### src/rtl/clkctl_pkg.sv
package clkctl_pkg;
   localparam int unsigned CC_DATA_W   = 8;
   localparam int unsigned CC_ADDR_W   = 8;
   localparam int unsigned CC_PRE_W    = 4;
   localparam int unsigned CC_DIVSEL_W = 2;
   localparam logic [7:0]  CC_REG_ADDR = 8'h8F;

   // Bit mask of the writable bits for a given field split.
   function automatic logic [CC_DATA_W-1:0] cc_write_mask(input int unsigned pre_w,
                                                          input int unsigned divsel_w);
      logic [CC_DATA_W-1:0] m;
      m = '0;
      for (int i = 0; i < int'(CC_DATA_W); i++) begin
         if (i == 0) m[i] = 1'b1;
         else if (i <= int'(divsel_w)) m[i] = 1'b1;
         else if (i >= int'(CC_DATA_W) - int'(pre_w)) m[i] = 1'b1;
      end
      return m;
   endfunction
endpackage

### src/rtl/clkctl_regfile.sv
module clkctl_regfile
   import clkctl_pkg::*;
#(
   parameter int unsigned DATA_W   = CC_DATA_W,
   parameter int unsigned ADDR_W   = CC_ADDR_W,
   parameter int unsigned PRE_W    = CC_PRE_W,
   parameter int unsigned DIVSEL_W = CC_DIVSEL_W,
   parameter logic [ADDR_W-1:0] REG_ADDR = ADDR_W'(CC_REG_ADDR)
) (
   input  logic              clk,
   input  logic              rst_n,
   input  logic [ADDR_W-1:0] addr,
   input  logic              wr,
   input  logic [DATA_W-1:0] wdata,
   output logic [DATA_W-1:0] rdata,
   output logic [DATA_W-1:0] cfg_q
);
   localparam logic [DATA_W-1:0] WMASK = DATA_W'(cc_write_mask(PRE_W, DIVSEL_W));

   logic hit;
   assign hit = (addr == REG_ADDR);

   always_ff @(posedge clk or negedge rst_n) begin
      if (!rst_n) begin
         cfg_q <= '0;
      end else if (wr && hit) begin
         cfg_q <= wdata & WMASK;
      end
   end

   assign rdata = hit ? cfg_q : '0;
endmodule

### src/rtl/clkctl_prescaler.sv
module clkctl_prescaler #(
   parameter int unsigned PRE_W = 4
) (
   input  logic             clk,
   input  logic             rst_n,
   input  logic [PRE_W-1:0] reload_val,
   output logic             tick
);
   logic [PRE_W-1:0] cnt_q;
   logic             at_zero;

   assign at_zero = (cnt_q == '0);

   // Reload samples the field only at zero, so a running count is never cut short.
   always_ff @(posedge clk or negedge rst_n) begin
      if (!rst_n) begin
         cnt_q <= '0;
      end else if (at_zero) begin
         cnt_q <= reload_val;
      end else begin
         cnt_q <= cnt_q - 1'b1;
      end
   end

   assign tick = at_zero;
endmodule

### src/rtl/clkctl_clkout_div.sv
module clkctl_clkout_div #(
   parameter int unsigned DIVSEL_W   = 2,
   parameter bit          CLKOUT_REG = 1'b0
) (
   input  logic                clk,
   input  logic                rst_n,
   input  logic                enable,
   input  logic [DIVSEL_W-1:0] sel,
   output logic                clkout
);
   localparam int unsigned CNT_W = 1 << DIVSEL_W;

   logic [CNT_W-1:0] cnt_q;
   logic             tap;

   always_ff @(posedge clk or negedge rst_n) begin
      if (!rst_n) begin
         cnt_q <= '0;
      end else if (!enable) begin
         cnt_q <= '0;
      end else begin
         cnt_q <= cnt_q + 1'b1;
      end
   end

   assign tap = enable & cnt_q[sel];

   generate
      if (CLKOUT_REG) begin : g_reg_out
         logic out_q;
         always_ff @(posedge clk or negedge rst_n) begin
            if (!rst_n) out_q <= 1'b0;
            else        out_q <= tap;
         end
         assign clkout = out_q;
      end else begin : g_comb_out
         assign clkout = tap;
      end
   endgenerate
endmodule

### src/rtl/clkctl_unit.sv
module clkctl_unit
   import clkctl_pkg::*;
#(
   parameter int unsigned DATA_W     = CC_DATA_W,
   parameter int unsigned ADDR_W     = CC_ADDR_W,
   parameter int unsigned PRE_W      = CC_PRE_W,
   parameter int unsigned DIVSEL_W   = CC_DIVSEL_W,
   parameter logic [ADDR_W-1:0] REG_ADDR = ADDR_W'(CC_REG_ADDR),
   parameter bit          CLKOUT_REG = 1'b0
) (
   input  logic              clk,
   input  logic              rst_n,
   input  logic [ADDR_W-1:0] sfr_addr,
   input  logic              sfr_wr,
   input  logic [DATA_W-1:0] sfr_wdata,
   output logic [DATA_W-1:0] sfr_rdata,
   output logic              tick,
   output logic              clkout
);
   localparam int unsigned PRE_LSB = DATA_W - PRE_W;

   generate
      if (PRE_W < 1 || DIVSEL_W < 1) begin : g_bad_widths
         $error("clkctl_unit: field widths must be at least 1");
      end
      if (PRE_W + DIVSEL_W + 1 > DATA_W) begin : g_bad_split
         $error("clkctl_unit: fields do not fit in the register");
      end
   endgenerate

   logic [DATA_W-1:0]   cfg_q;
   logic [PRE_W-1:0]    pre_sel;
   logic [DIVSEL_W-1:0] co_sel;
   logic                co_en;

   assign pre_sel = cfg_q[DATA_W-1:PRE_LSB];
   assign co_sel  = cfg_q[DIVSEL_W:1];
   assign co_en   = cfg_q[0];

   clkctl_regfile #(
      .DATA_W(DATA_W), .ADDR_W(ADDR_W), .PRE_W(PRE_W),
      .DIVSEL_W(DIVSEL_W), .REG_ADDR(REG_ADDR)
   ) u_regs (
      .clk(clk), .rst_n(rst_n), .addr(sfr_addr), .wr(sfr_wr),
      .wdata(sfr_wdata), .rdata(sfr_rdata), .cfg_q(cfg_q)
   );

   clkctl_prescaler #(.PRE_W(PRE_W)) u_pre (
      .clk(clk), .rst_n(rst_n), .reload_val(pre_sel), .tick(tick)
   );

   clkctl_clkout_div #(.DIVSEL_W(DIVSEL_W), .CLKOUT_REG(CLKOUT_REG)) u_div (
      .clk(clk), .rst_n(rst_n), .enable(co_en), .sel(co_sel), .clkout(clkout)
   );
endmodule

### config.mk
export PLATFORM = sky130hd
export DESIGN_NAME = clkctl_unit
export DESIGN_NICKNAME = d
export VERILOG_FILES = /design/src/rtl/clkctl_pkg.sv /design/src/rtl/clkctl_regfile.sv /design/src/rtl/clkctl_prescaler.sv /design/src/rtl/clkctl_clkout_div.sv /design/src/rtl/clkctl_unit.sv
export SDC_FILE = /design/constraint.sdc
export NUM_CORES = 1
export LEC_CHECK = 0
export ABC_AREA = 1
export BUFFER_PORTS_ARGS = -buffer_cell sky130_fd_sc_hd__buf_2
export CAP_MARGIN = 20
export CELL_PAD_IN_SITES_DETAIL_PLACEMENT = 0
export CELL_PAD_IN_SITES_GLOBAL_PLACEMENT = 1
export CORE_MARGIN = 3
export CORE_UTILIZATION = 34
export CTS_CLUSTER_SIZE = 16
export DETAILED_ROUTE_END_ITERATION = 16
export GPL_ROUTABILITY_DRIVEN = 0
export HOLD_SLACK_MARGIN = 0.06
export PLACE_DENSITY = 0.81
export SLEW_MARGIN = 0
export SYNTH_ARGS = -nofsm -noshare
export SYNTH_HDL_FRONTEND = slang
export SYNTH_SLANG_ARGS = --single-unit
### constraint.sdc
create_clock -name clk -period 1.2 [get_ports clk]
set_input_delay 0.06 -clock clk [delete_from_list [all_inputs] [get_ports clk]]
set_output_delay 0.06 -clock clk [all_outputs]
set_load 0.005 [all_outputs]
==> metrics <==
status complete, but fails checks; violated checks negative setup slack; setup ws final -0.03883 ns; placed cell area 980.9 um2; routed wire length 1659 um; largest cells by area after synthesis dfrtp_1, nand2_1, inv_1, nand4_1, nor2_1; Syn Std Cell Area 828.3 um2; via count 767; CP top delay family flip-flops; height of the die 55.36 um; f_max 0.8072 GHz; Worst Hold Class input pin to flip-flop; DP Cell Count between 150 and 200; Power Dens Cells 1243 nW/um2; Layout area overhead 39.88%; 1st-pass router iterations 4; CTS clk-pin slew, worst paths around 0.08 ns; CP Class flip-flop to primary output; Max Root-Sink Buffers 2; Fin Setup TNS -0.05583 ns; Final Slew Violations 0; Clk pwr share 19.4%; synthesized instance count 100; Nets roughly 160; Final Setup Violations 2; Row Count 17; CTS buffer count 3; starting density of the core between 30% and 40%; CTS tree done; cell area after layout 1159 um2; unrepaired setup endpoints after global routing yes; CP arrival between 1 and 1.5 ns; post-DP HPWL between 1000 and 1500 um; IO Pins 29; DRC Markers 0; crit end category primary output; final hold slack between 0.1 and 0.15 ns; sw frac between 30% and 40%; Leak 0.6304 nW; vias in the first global route 733; max-cap check violation count 0; clock latency on the worst-skew pair 0.28 ns; switching power roughly 460 uW; worst-path maximum fanout 3; combinational fraction of design power 35.9%; crit share post-route 103.2%; Avg WL per Cell 9.759 um; crit path launch type flip-flop; Die W 55.36 um; post-synth top area cell dfrtp_1; post-layout minimum cycle time 1.239 ns; CP bufs+invs 2; Worst IR Drop VDD 675.5 uV; Synth Warn # 0; share of layout cells above drive strength 1 37.32%; remaining antenna violation count 0; Util after Layout 51.39%; count of different cell masters after synthesis 22; CTS root buf clkbuf_4; CP Cell Sequence inv_2, ha_4, nand2_2, nor2_4, buf_2; WP data required 1.14 ns; DR iter-0 viols 18; Core ar. 2255 um2; IO buf count 26; gr usage total 11.60%; top cell type's share of synthesized area 45.32%; largest net degree at the start of global routing 16; die area 3064 um2; Syn Area/Cell 8.283 um2; initial antenna violation count 0; Final Skew 0.001881 ns; final hold violations 0; grt total ovfl 0; crit path max-delay cell type dfrtp_1; first-pass GRT wire length around 2900 um; Int Pwr ~980 uW; Finished Layout Cells 170; CP peak stage delay ~0.40 ns; H-tree levels 1; antenna fix cells 0; sequential-to-total area share from yosys stat 45.32%; mean number of vias per cell 4.512; Seq cells post-synth 15; Sink Count 15; syn nets 121; Seq pwr share 44.7%
[area by class of cell]
type	instances	area, um2
fillers	227	1096
multi-input cells	68	410.4
flip-flops and latches	15	375.4
repair buffers	40	255.2
inverters	15	56.30
well taps	28	35.03
clock buffers	4	26.28
[placed cells by master, fill, tap and decap left out]
cell type,count
nor2_2,1
nand2_4,2
xnor2_1,1
clkbuf_4,3
a21oi_1,1
nand2_1,26
buf_2,26
dlygate4sd3_1,8
nor2_1,10
o21ai_0,4
nand2_2,3
nor2_8,2
a21oi_2,1
inv_1,10
conb_1,1
ha_4,1
or2_2,1
nand3_1,2
buf_4,6
o21bai_1,1
clkbuf_1,1
inv_2,5
o211ai_1,1
nand4_1,7
nand3_4,1
ha_1,1
dfrtp_1,15
nor2_4,1
[cell families (layout without fill, tap and decap cells)]
| logic type | Yosys count | after routing | synth area share, % |
|---|---|---|---|
| other | 1 | 1 | 0.4527 |
| adder cells (fa/ha/maj) | 2 | 2 | 3.021 |
| AND/OR/NAND/NOR | 56 | 56 | 36.41 |
| XOR/XNOR | 1 | 1 | 1.058 |
| buffers and inverters | 17 | 59 | 8.309 |
| AO/OA/AOI/OAI | 8 | 8 | 5.439 |
| flip-flops | 15 | 15 | 45.32 |
[timing repair]
action                                  CTS  global route
endpoints found under the hold margin    22             0
setup buffers                             4             2
cloned                                    0             0
pin swaps                                 4             1
resized for setup                         3             6
hold buffers                              8             0
endpoints found under the setup margin    2             6
[metal layers]
metal	track usage, %	up-vias	wire (um)
li1	-	394	-
met1	13.66	341	741
met2	19.43	28	790
met3	1.402	4	92
met4	7.986	0	35
met5	0	-	0
[through the flow]
stage	power [mW]	worst slack, ns
finish	1.441	-0.03883
floorplan	0.8718	0.1362
detailed placement	0.9675	0.07526
global route	1.553	-0.1036
global placement	0.9605	0.1051
CTS	1.360	-0.07572
[registers in the layout, indices dropped and copies added, names as in the netlist]
signal and cells:
u_regs.cfg_q 7, u_pre.cnt_q 4, u_div.cnt_q 4
[power by group through the flow]
| stage | clock (mW) | sequential [mW] | combinational, mW |
|---|---|---|---|
| after floorplan | 0 | 0.629 | 0.242 |
| after global placement | 0 | 0.639 | 0.321 |
| after detailed placement | 0 | 0.642 | 0.326 |
| after CTS | 0.293 | 0.635 | 0.432 |
| after global routing | 0.315 | 0.654 | 0.584 |
| final | 0.279 | 0.645 | 0.517 |
[cells in the mapped netlist]
master    count
inv_1        13
a21oi_1       2
o21bai_1      1
nand3_1       2
nand2_4       2
nand4_1       7
nor2_2        1
conb_1        1
nand3_4       1
nor2_1       11
xnor2_1       1
buf_4         1
inv_2         2
dfrtp_1      15
o211ai_1      1
or2_2         1
nand2_1      27
o21ai_0       4
nor2_8        2
ha_1          2
clkbuf_2      1
nand2_2       2
[worst register-to-register path, delay by kind of cell, from the launching register on]
| kind | cells | cell delay, ns |
|---|---|---|
| simple gates | 3 | 0.22 |
| flops | 1 | 0.40 |
| compound gates | 1 | 0.08 |
| fa+ha+maj | 1 | 0.14 |
| buf+inv | 2 | 0.21 |
[final timing paths]
check | from | end | slack, ns | depth (start not counted)
worst max register to register | u_pre.cnt_q[0] | u_pre.cnt_q[3] | 0.08 | 7
worst min-delay path | sfr_wr | u_regs.cfg_q[7] | 0.12 | 3
worst min register to register | u_regs.cfg_q[2] | u_regs.cfg_q[2] | 0.48 | 2
min in group asynchronous | rst_n | u_regs.cfg_q[6] | 0.20 | 2
max in group asynchronous | rst_n | u_pre.cnt_q[2] | 0.77 | 2
worst max-delay path | u_pre.cnt_q[0] | tick | -0.04 | 5
(Power assumes the default switching activity.)
